`src/rtl/pcs_pkg.sv`:
```
// Shared definitions for the posted-command slave.
// Assumes nothing beyond elaboration-time constant evaluation.
package pcs_pkg;

    // Kind of a queued command; the stored bit is decoded by the executor.
    typedef enum logic {
        OP_RD = 1'b0,
        OP_WR = 1'b1
    } op_e;

    // Index width for a structure of n entries, never below one bit.
    function automatic int idx_w(input int n);
        return (n > 1) ? $clog2(n) : 1;
    endfunction

endpackage

```
`src/rtl/pcs_cmd_fifo.sv`:
```
// Circular command queue of DEPTH entries, each W bits wide.
// Assumes: the caller pushes only when not full and pops only when not empty;
// both requests are also gated internally. DEPTH >= 1.
module pcs_cmd_fifo #(
    parameter int W     = 37,
    parameter int DEPTH = 4,
    localparam int PW   = pcs_pkg::idx_w(DEPTH),
    localparam int CW   = $clog2(DEPTH + 1)
) (
    input  logic          clk,
    input  logic          rst_n,
    input  logic          push,
    input  logic [W-1:0]  push_data,
    input  logic          pop,
    output logic [W-1:0]  pop_data,
    output logic          empty,
    output logic          full,
    output logic [CW-1:0] level
);

    logic [W-1:0]  mem [DEPTH];
    logic [PW-1:0] wptr;
    logic [PW-1:0] rptr;
    logic          do_push;
    logic          do_pop;

    // Qualify requests against the current occupancy.
    always_comb begin
        do_push = push & ~full;
        do_pop  = pop & ~empty;
    end

    // Status flags from the occupancy count.
    always_comb begin
        empty    = (level == '0);
        full     = (level == CW'(DEPTH));
        pop_data = mem[rptr];
    end

    // Pointer advance with wrap at the last slot.
    function automatic logic [PW-1:0] step(input logic [PW-1:0] p);
        return (p == PW'(DEPTH - 1)) ? '0 : p + PW'(1);
    endfunction

    // Storage write, pointer and occupancy update.
    always_ff @(posedge clk) begin
        if (!rst_n) begin
            wptr  <= '0;
            rptr  <= '0;
            level <= '0;
        end else begin
            if (do_push) begin
                mem[wptr] <= push_data;
                wptr      <= step(wptr);
            end
            if (do_pop) begin
                rptr <= step(rptr);
            end
            level <= level + CW'(do_push) - CW'(do_pop);
        end
    end

endmodule

```
`src/rtl/pcs_pend_ctr.sv`:
```
// Counts reads accepted but not yet answered and flags the limit.
// The limit flag ignores a slot that is being freed this same cycle, so a
// retiring response and a new read may coincide. Assumes MAX_PEND >= 1.
module pcs_pend_ctr #(
    parameter int MAX_PEND = 2,
    localparam int PCW     = $clog2(MAX_PEND + 1)
) (
    input  logic           clk,
    input  logic           rst_n,
    input  logic           rd_accept,
    input  logic           rsp_done,
    output logic [PCW-1:0] count,
    output logic           at_limit
);

    // Limit reached only if no response frees a slot now.
    always_comb begin
        at_limit = (count == PCW'(MAX_PEND)) & ~rsp_done;
    end

    // Outstanding-read bookkeeping.
    always_ff @(posedge clk) begin
        if (!rst_n) begin
            count <= '0;
        end else begin
            count <= count + PCW'(rd_accept) - PCW'(rsp_done);
        end
    end

endmodule

```
`src/rtl/pcs_exec.sv`:
```
// Back-end executor: a register store of 2**AW words. One command per cycle
// when go is high; a write updates the store at that edge, a read registers
// the addressed word and raises rvalid for exactly the following cycle.
// Assumes commands arrive in acceptance order.
module pcs_exec #(
    parameter int AW   = 4,
    parameter int DW   = 32,
    localparam int NREG = 1 << AW
) (
    input  logic          clk,
    input  logic          rst_n,
    input  logic          go,
    input  pcs_pkg::op_e  op,
    input  logic [AW-1:0] addr,
    input  logic [DW-1:0] wdata,
    output logic          rvalid,
    output logic [DW-1:0] rdata
);

    logic [DW-1:0] regs [NREG];

    // Store update on executed writes.
    always_ff @(posedge clk) begin
        if (!rst_n) begin
            for (int i = 0; i < NREG; i++) begin
                regs[i] <= '0;
            end
        end else if (go && op == pcs_pkg::OP_WR) begin
            regs[addr] <= wdata;
        end
    end

    // Read response register and its one-cycle strobe.
    always_ff @(posedge clk) begin
        if (!rst_n) begin
            rvalid <= 1'b0;
            rdata  <= '0;
        end else begin
            rvalid <= go && op == pcs_pkg::OP_RD;
            if (go && op == pcs_pkg::OP_RD) begin
                rdata <= regs[addr];
            end
        end
    end

endmodule

```
`src/rtl/posted_cmd_slave.sv`:
```
// Posted-command bus slave: accepts reads and writes into a queue without
// stalling, executes them in order against a register store, and returns
// read data on a separate one-cycle valid strobe.
// Assumes the master keeps its command stable while bus_waitreq is high.
module posted_cmd_slave #(
    parameter int ADDR_W   = 4,
    parameter int DATA_W   = 32,
    parameter int DEPTH    = 4,
    parameter int MAX_PEND = 2
) (
    input  logic              clk,
    input  logic              rst_n,
    input  logic [ADDR_W-1:0] bus_addr,
    input  logic              bus_read,
    input  logic              bus_write,
    input  logic [DATA_W-1:0] bus_wdata,
    output logic              bus_waitreq,
    output logic [DATA_W-1:0] bus_rdata,
    output logic              bus_rvalid,
    input  logic              be_ready
);

    localparam int CMD_W = 1 + ADDR_W + DATA_W;
    localparam int LW    = $clog2(DEPTH + 1);
    localparam int PCW   = $clog2(MAX_PEND + 1);

    logic              fifo_full;
    logic              fifo_empty;
    logic [LW-1:0]     fifo_level;
    logic [CMD_W-1:0]  push_word;
    logic [CMD_W-1:0]  head_word;
    logic              accept;
    logic              accept_rd;
    logic              pop;
    logic              pend_at_limit;
    logic [PCW-1:0]    pend_count;
    pcs_pkg::op_e      head_op;
    logic [ADDR_W-1:0] head_addr;
    logic [DATA_W-1:0] head_data;

    // Hold-off and acceptance decode; write wins when both requests are high.
    always_comb begin
        bus_waitreq = fifo_full | (bus_read & ~bus_write & pend_at_limit);
        accept      = (bus_read | bus_write) & ~bus_waitreq;
        accept_rd   = accept & ~bus_write;
        push_word   = {bus_write, bus_addr, bus_wdata};
    end

    // Head-of-queue decode and drain request.
    always_comb begin
        head_op   = pcs_pkg::op_e'(head_word[CMD_W-1]);
        head_addr = head_word[CMD_W-2 -: ADDR_W];
        head_data = head_word[DATA_W-1:0];
        pop       = ~fifo_empty & be_ready;
    end

    pcs_cmd_fifo #(
        .W     (CMD_W),
        .DEPTH (DEPTH)
    ) u_fifo (
        .clk       (clk),
        .rst_n     (rst_n),
        .push      (accept),
        .push_data (push_word),
        .pop       (pop),
        .pop_data  (head_word),
        .empty     (fifo_empty),
        .full      (fifo_full),
        .level     (fifo_level)
    );

    pcs_pend_ctr #(
        .MAX_PEND (MAX_PEND)
    ) u_pend (
        .clk       (clk),
        .rst_n     (rst_n),
        .rd_accept (accept_rd),
        .rsp_done  (bus_rvalid),
        .count     (pend_count),
        .at_limit  (pend_at_limit)
    );

    pcs_exec #(
        .AW (ADDR_W),
        .DW (DATA_W)
    ) u_exec (
        .clk    (clk),
        .rst_n  (rst_n),
        .go     (pop),
        .op     (head_op),
        .addr   (head_addr),
        .wdata  (head_data),
        .rvalid (bus_rvalid),
        .rdata  (bus_rdata)
    );

endmodule

```
`config.mk`:
```
export PLATFORM = sky130hd
export DESIGN_NAME = posted_cmd_slave
export DESIGN_NICKNAME = d
export VERILOG_FILES = /design/src/rtl/pcs_pkg.sv /design/src/rtl/pcs_cmd_fifo.sv /design/src/rtl/pcs_pend_ctr.sv /design/src/rtl/pcs_exec.sv /design/src/rtl/posted_cmd_slave.sv
export SDC_FILE = /design/constraint.sdc
export NUM_CORES = 1
export LEC_CHECK = 0
export CELL_PAD_IN_SITES_DETAIL_PLACEMENT = 0
export CELL_PAD_IN_SITES_GLOBAL_PLACEMENT = 1
export CORE_ASPECT_RATIO = 0.9
export CORE_MARGIN = 8
export CORE_UTILIZATION = 52
export CTS_BUF_LIST = sky130_fd_sc_hd__clkbuf_16
export CTS_CLUSTER_SIZE = 10
export DETAILED_ROUTE_END_ITERATION = 12
export PLACE_DENSITY = 0.79
export SYNTH_ARGS = -nofsm -noshare
export SYNTH_HDL_FRONTEND = slang
export SYNTH_SLANG_ARGS = --single-unit
```
`constraint.sdc`:
```
create_clock -name clk -period 3.8 [get_ports clk]
set_input_delay 0.95 -clock clk [delete_from_list [all_inputs] [get_ports clk]]
set_output_delay 0.95 -clock clk [all_outputs]
set_load 0.01 [all_outputs]
```
======== Yosys cells after proc, flatten, opt, wreduce, memory -nomap -nowiden ========
Memories as Yosys holds them, arrays and structs flattened. A register that Yosys moved wholly into a read port is not among the register bits.
Cells that the tools add are included.
word-level totals
  flip-flop bits (word level) ............. 10
  bits in writable memories ............... 660
  input bits .............................. 41
  output and inout port bits .............. 34
  logic and storage cells ................. 52
  memories ................................ 2
operators by class
  add/sub/neg operators ................... 6
  equal/unequal tests ..................... 4
  multiplexer cells ....................... 14
  bitwise operators ....................... 16
  reductions and logical operators ........ 5
memory list
  name         depth  width  rd ports  clocked after memory_dff  wr ports  line                text
  u_exec.regs  16     32     1         1                         16        pcs_exec.sv:20      logic [DW-1:0] regs [NREG];
  u_fifo.mem   4      37     1         1                         1         pcs_cmd_fifo.sv:21  logic [W-1:0] mem [DEPTH];
operator list
  cell                   count
  $mux W32               1
  $reduce_or A32 Y1      1
  $and A1 B1 Y1          8
  $mux W1                8
  $mux W2                4
  $eq A2 B2 Y1 const B   3
  $not A1 Y1             6
  $add A2 B1 Y2 const B  2
  $mux W4                1
  $add A3 B1 Y3          1
  $eq A3 B3 Y1 const B   1
  $logic_not A3 Y1       1
  $sub A3 B1 Y3          1
  $add A2 B1 Y2          1
  $logic_and A1 B1 Y1    2
  $or A1 B1 Y1           2
  $sub A2 B1 Y2          1
  $logic_not A1 Y1       1

======== Longest topological paths before layout ========
  word-level depth ........................ 10
  gate-level depth with buffers ........... 9
  depth with buffers taken out ............ 9

======== Modules after synthesis ========
A second synthesis with hierarchy kept.
unflattened totals
  cells, all modules ...................... 1871
  area total of the unflattened synthesis .. 30371.6 µm²
by module, submodules not included
  module            instances  cells each  area each (µm²)  sequential area each (µm²)
  pcs_exec          1          1609        24323.3          16035.4
  pcs_cmd_fifo      1          246         5880.6           4624.4
  pcs_pend_ctr      1          10          122.6            40.0
  posted_cmd_slave  1          6           45.0             0.0

======== Worst setup path before layout ========
Ideal clock, no wire load.
  kind .................................... input to register
  from .................................... input rst_n
  to ...................................... memory u_exec.regs[2][0] (enable)
  setup time .............................. 0.389 ns
  arrival ................................. 2.616 ns
  data required time ...................... 3.411 ns
  setup slack ............................. 0.795 ns
  stages on the path ...................... 6
  path buffers ............................ 2
  cells stage by stage .................... clkbuf_1 -> and3_1 -> and2_1 -> nand3_1 -> buf_2 -> nand2_1
RTL lines
  element             line                    text
  start: declaration  posted_cmd_slave.sv:12  input logic rst_n,
  end: declaration    pcs_exec.sv:20

======== Worst setup path after layout ========
  from .................................... input bus_write
  to ...................................... output bus_waitreq
on the way
  longest elaborated chain between the ends .. 4
RTL lines
  element                     line                    text
  start: declaration          posted_cmd_slave.sv:15  input logic bus_write,
  $not A1 Y1                  posted_cmd_slave.sv:43  bus_waitreq = fifo_full | (bus_read & ~bus_write & pend_at_limit);
  $and A1 B1 Y1 (2 in a row)  posted_cmd_slave.sv:43
  $or A1 B1 Y1                posted_cmd_slave.sv:43
  end: declaration            posted_cmd_slave.sv:17  output logic bus_waitreq,
Every way passes these cells.

==> results.md <==
- Layout net count: ~2.4k
- Post-CTS resize count: 0
- Area share of the largest cell type after synthesis: between 60% and 70%
- # IOs: 75
- DRT iter0 DRCs: about 1.5k
- Avg Vias per Cell: roughly 5.7
- Layout cell share with drive strength beyond 1: between 10 and 15%
- Distinct cells, synth: 31
- Hold Crit Depth: 2
- Non-Filler Instances: 3170
- Critical path arrival: 2.42 ns
- Die Ht: 243 um
- Fin util: between 50 and 60%
- Crit. End Element: primary output
- Vias in the first global route: 18.0k
- Post-CTS Setup Inserts: 0
- Syn nets: ~2.3k
- Hpwl dp: between 40000 and 50000 um
- Final count of negative-setup-slack endpoints: 0
- Min Clock Period, post-route: 3.37 ns
- CP max stage cell: clkdlybuf4s50_1
- Pwr/cell area: 620 mW/mm^2
- Worst slew pin tran: about 1.1 ns
- Dominant cell type by area after synthesis: edfxtp_1
- Clk pin slew, worst setup/hold paths: 0.05 ns
- Placed insts: 3035
- Hold_sp: u_fifo.rptr[1]
- Area of placed instances: approximately 0.032 mm^2
- Wire length per cell: roughly 23 um
- Crit path cell chain: clkdlybuf4s50_1 -> nand2b_1 -> o21ai_0 -> clkdlybuf4s50_1
- Delay-heaviest family, CP: buffers and inverters
- Most common cell after layout, fill and taps aside: edfxtp_1
- Crit path buf inv count: 2
- RSZ-0062 raised after global routing: false
- Cell mode on critical path: clkdlybuf4s50_1
- Initial antenna violation count: 0
- Drt drc: 0
- Most frequent cells in the layout: 660 x edfxtp_1, 518 x nor2_1, 326 x mux2i_1, 245 x nand2_1, 99 x a21oi_1
- CTS Buf Count: 81
- GPL Wtd Cong: 0.780
- # clock sinks: approximately 700
- Max frequency: between 200 and 300 MHz
- Crit Path Category: input pin to primary output
- Initial Utilization: roughly 52%
- Max incr delay on CP: 0.59 ns
- Reg2Reg Capture Point: u_exec.rdata[11]
- Maximum number of pins on one net before global-route repair: just over 80
- Total power: between 20 and 25 mW
- Setup ws final: between 0.4 and 0.5 ns
- Syn Inst Count: roughly 2.3k
- Final hold vios: 0
- Sequential share of the synthesized area: a little over two thirds
- Die area: approximately 0.065 mm^2
- CP Max Fanout: 6
- Avg Inst Size Synth: 13.1 um^2
- Row cnt: between 80 and 90
- Total GRT Usage: between 20% and 30%
- Final worst-path cycle share: between 80% and 90%
- Initial DRT Pass Iterations: 5
- Worst-Skew Late Latency: around 0.62 ns
- Static Leak: 13.0 nW
- Worst Hold Class: register to register
- Max-cap violations: 0
- P&R area growth vs syn: 14.5%
- Htree depth: 3
- N_diodes: 0
- Pre-CTS WS: 0.391 ns
- Via count: 17.9k
- CTS tree: done
- Synth Cell Area: ~0.03 mm^2
- Max_slew headroom: between 20 and 30%
- CP startpoint kind: input pin
- Worst EP required: roughly 2.9 ns
- PortBufs: between 70 and 80
- Clk buf depth: 3
- Warning count from the yosys run: 0
- Global route overflow: 0
- Die width: 268 um
- Antenna Nets Post-Route: 0
- Leading cell types by total area after synthesis: edfxtp_1 67%, mux2i_1 11%, nor2_1 6.5%, nand2_1 3.3%, dfxtp_1 3.0%
- Fin Setup TNS: 0 ns
- Worst r2r path cells: 6
- Fin area: 0.0341 mm^2
- Core area: roughly 0.057 mm^2
- First-pass GRT wire length: between 100000 and 150000 um
- Fin Clk Skew: 0.0201 ns
- Fill cell count: between 4k and 5k
- CTS Hold Bufs: 0
- FF+latch count, synth: just over 700
- Status: finished, final reports clean
- Peak supply drop: about 0.00036 V
- Final Slew Violations: 0
- Drt total wl: approximately 71000 um
- Min Hold Slack: between 0.5 and 0.6 ns
- R2R setup slack: 0.83 ns
- Root buffer cell: clkbuf_16
-- final cells by class --
| cell class | instances | area (um^2) | area share, % |
|---|---|---|---|
| clock inverter | 48 | 185 | 0.543 |
| inverter | 9 | 33.8 | 0.0991 |
| timing repair buffer | 173 | 1730 | 5.07 |
| clock buffer | 87 | 2180 | 6.39 |
| sequential | 704 | 20700 | 60.8 |
| multi-input combinational | 1384 | 8290 | 24.3 |
| tap | 765 | 957 | 2.81 |
-- sequential cells by signal, summed over array words and instances (netlist names), named ones only --
register	count
u_exec.rdata	32
u_exec.regs	512
u_exec.rvalid	1
u_fifo.level	3
u_fifo.mem	148
u_fifo.rptr	2
u_fifo.wptr	2
u_pend.count	2
-- metal layers --
layer	GRT usage, %	wire length (um)	vias to the layer above
met1	27.7	29200	8995
li1	-	-	8263
met4	6.33	1870	0
met2	37.1	36300	543
met3	4.01	4010	132
met5	0	0	-
-- kinds of logic (layout without fill, tap and decap cells) --
logic type | after synthesis | after routing | share of synthesized area (%)
buffers and inverters | 181 | 317 | 2.94
adders and majority gates | 10 | 10 | 0.446
DFF | 704 | 704 | 69.6
and+or+nand+nor | 839 | 839 | 11.1
xor gates and xnor gates | 4 | 4 | 0.118
AOI/OAI and AO/OA | 166 | 166 | 3.21
muxes | 365 | 365 | 12.6
-- cell usage after synthesis (all sizes together) --
master,instances
clkbuf,65
nand2b,1
fa,1
nand2,261
mux2,34
and3,8
nor2,519
edfxtp,660
o21ai,33
mux2i,326
xnor2,4
nor2b,5
dfxtp,44
a21oi,99
nor4,32
a21boi,1
or3b,1
o221ai,32
mux4,5
buf,107
ha,9
nand3,3
o31ai,1
inv,9
nor3,1
and2,8
-- worst register-to-register path, stage by stage (launching register included) --
cell and delay [ns]:
dfxtp_4 0.53, mux4_4 0.47, buf_4 0.65, buf_4 0.60
nand2_1 0.16, a21oi_1 0.33, nor4_1 0.09
-- worst max path at each step --
| stage | start | to | slack (ns) | cells past startpoint |
|---|---|---|---|---|
| 2_1_floorplan | rst_n | u_exec.regs[2][0] | 0.79 | 6 |
| 3_3_place_gp | bus_write | bus_waitreq | 0.38 | 4 |
| 3_5_place_dp | be_ready | u_exec.regs[4][10] | 0.39 | 8 |
| 4_1_cts | bus_write | bus_waitreq | 0.43 | 4 |
| 5_1_grt | bus_write | bus_waitreq | 0.27 | 4 |
| 6_report | bus_write | bus_waitreq | 0.43 | 4 |
-- power breakdown --
| group | internal (mW) | switching (mW) |
|---|---|---|
| logic | 1.74 | 3.13 |
| registers | 9.07 | 0.238 |
| clock network | 4.05 | 2.89 |
| total | 14.9 | 6.25 |
Power figures use the tool's default switching activity.
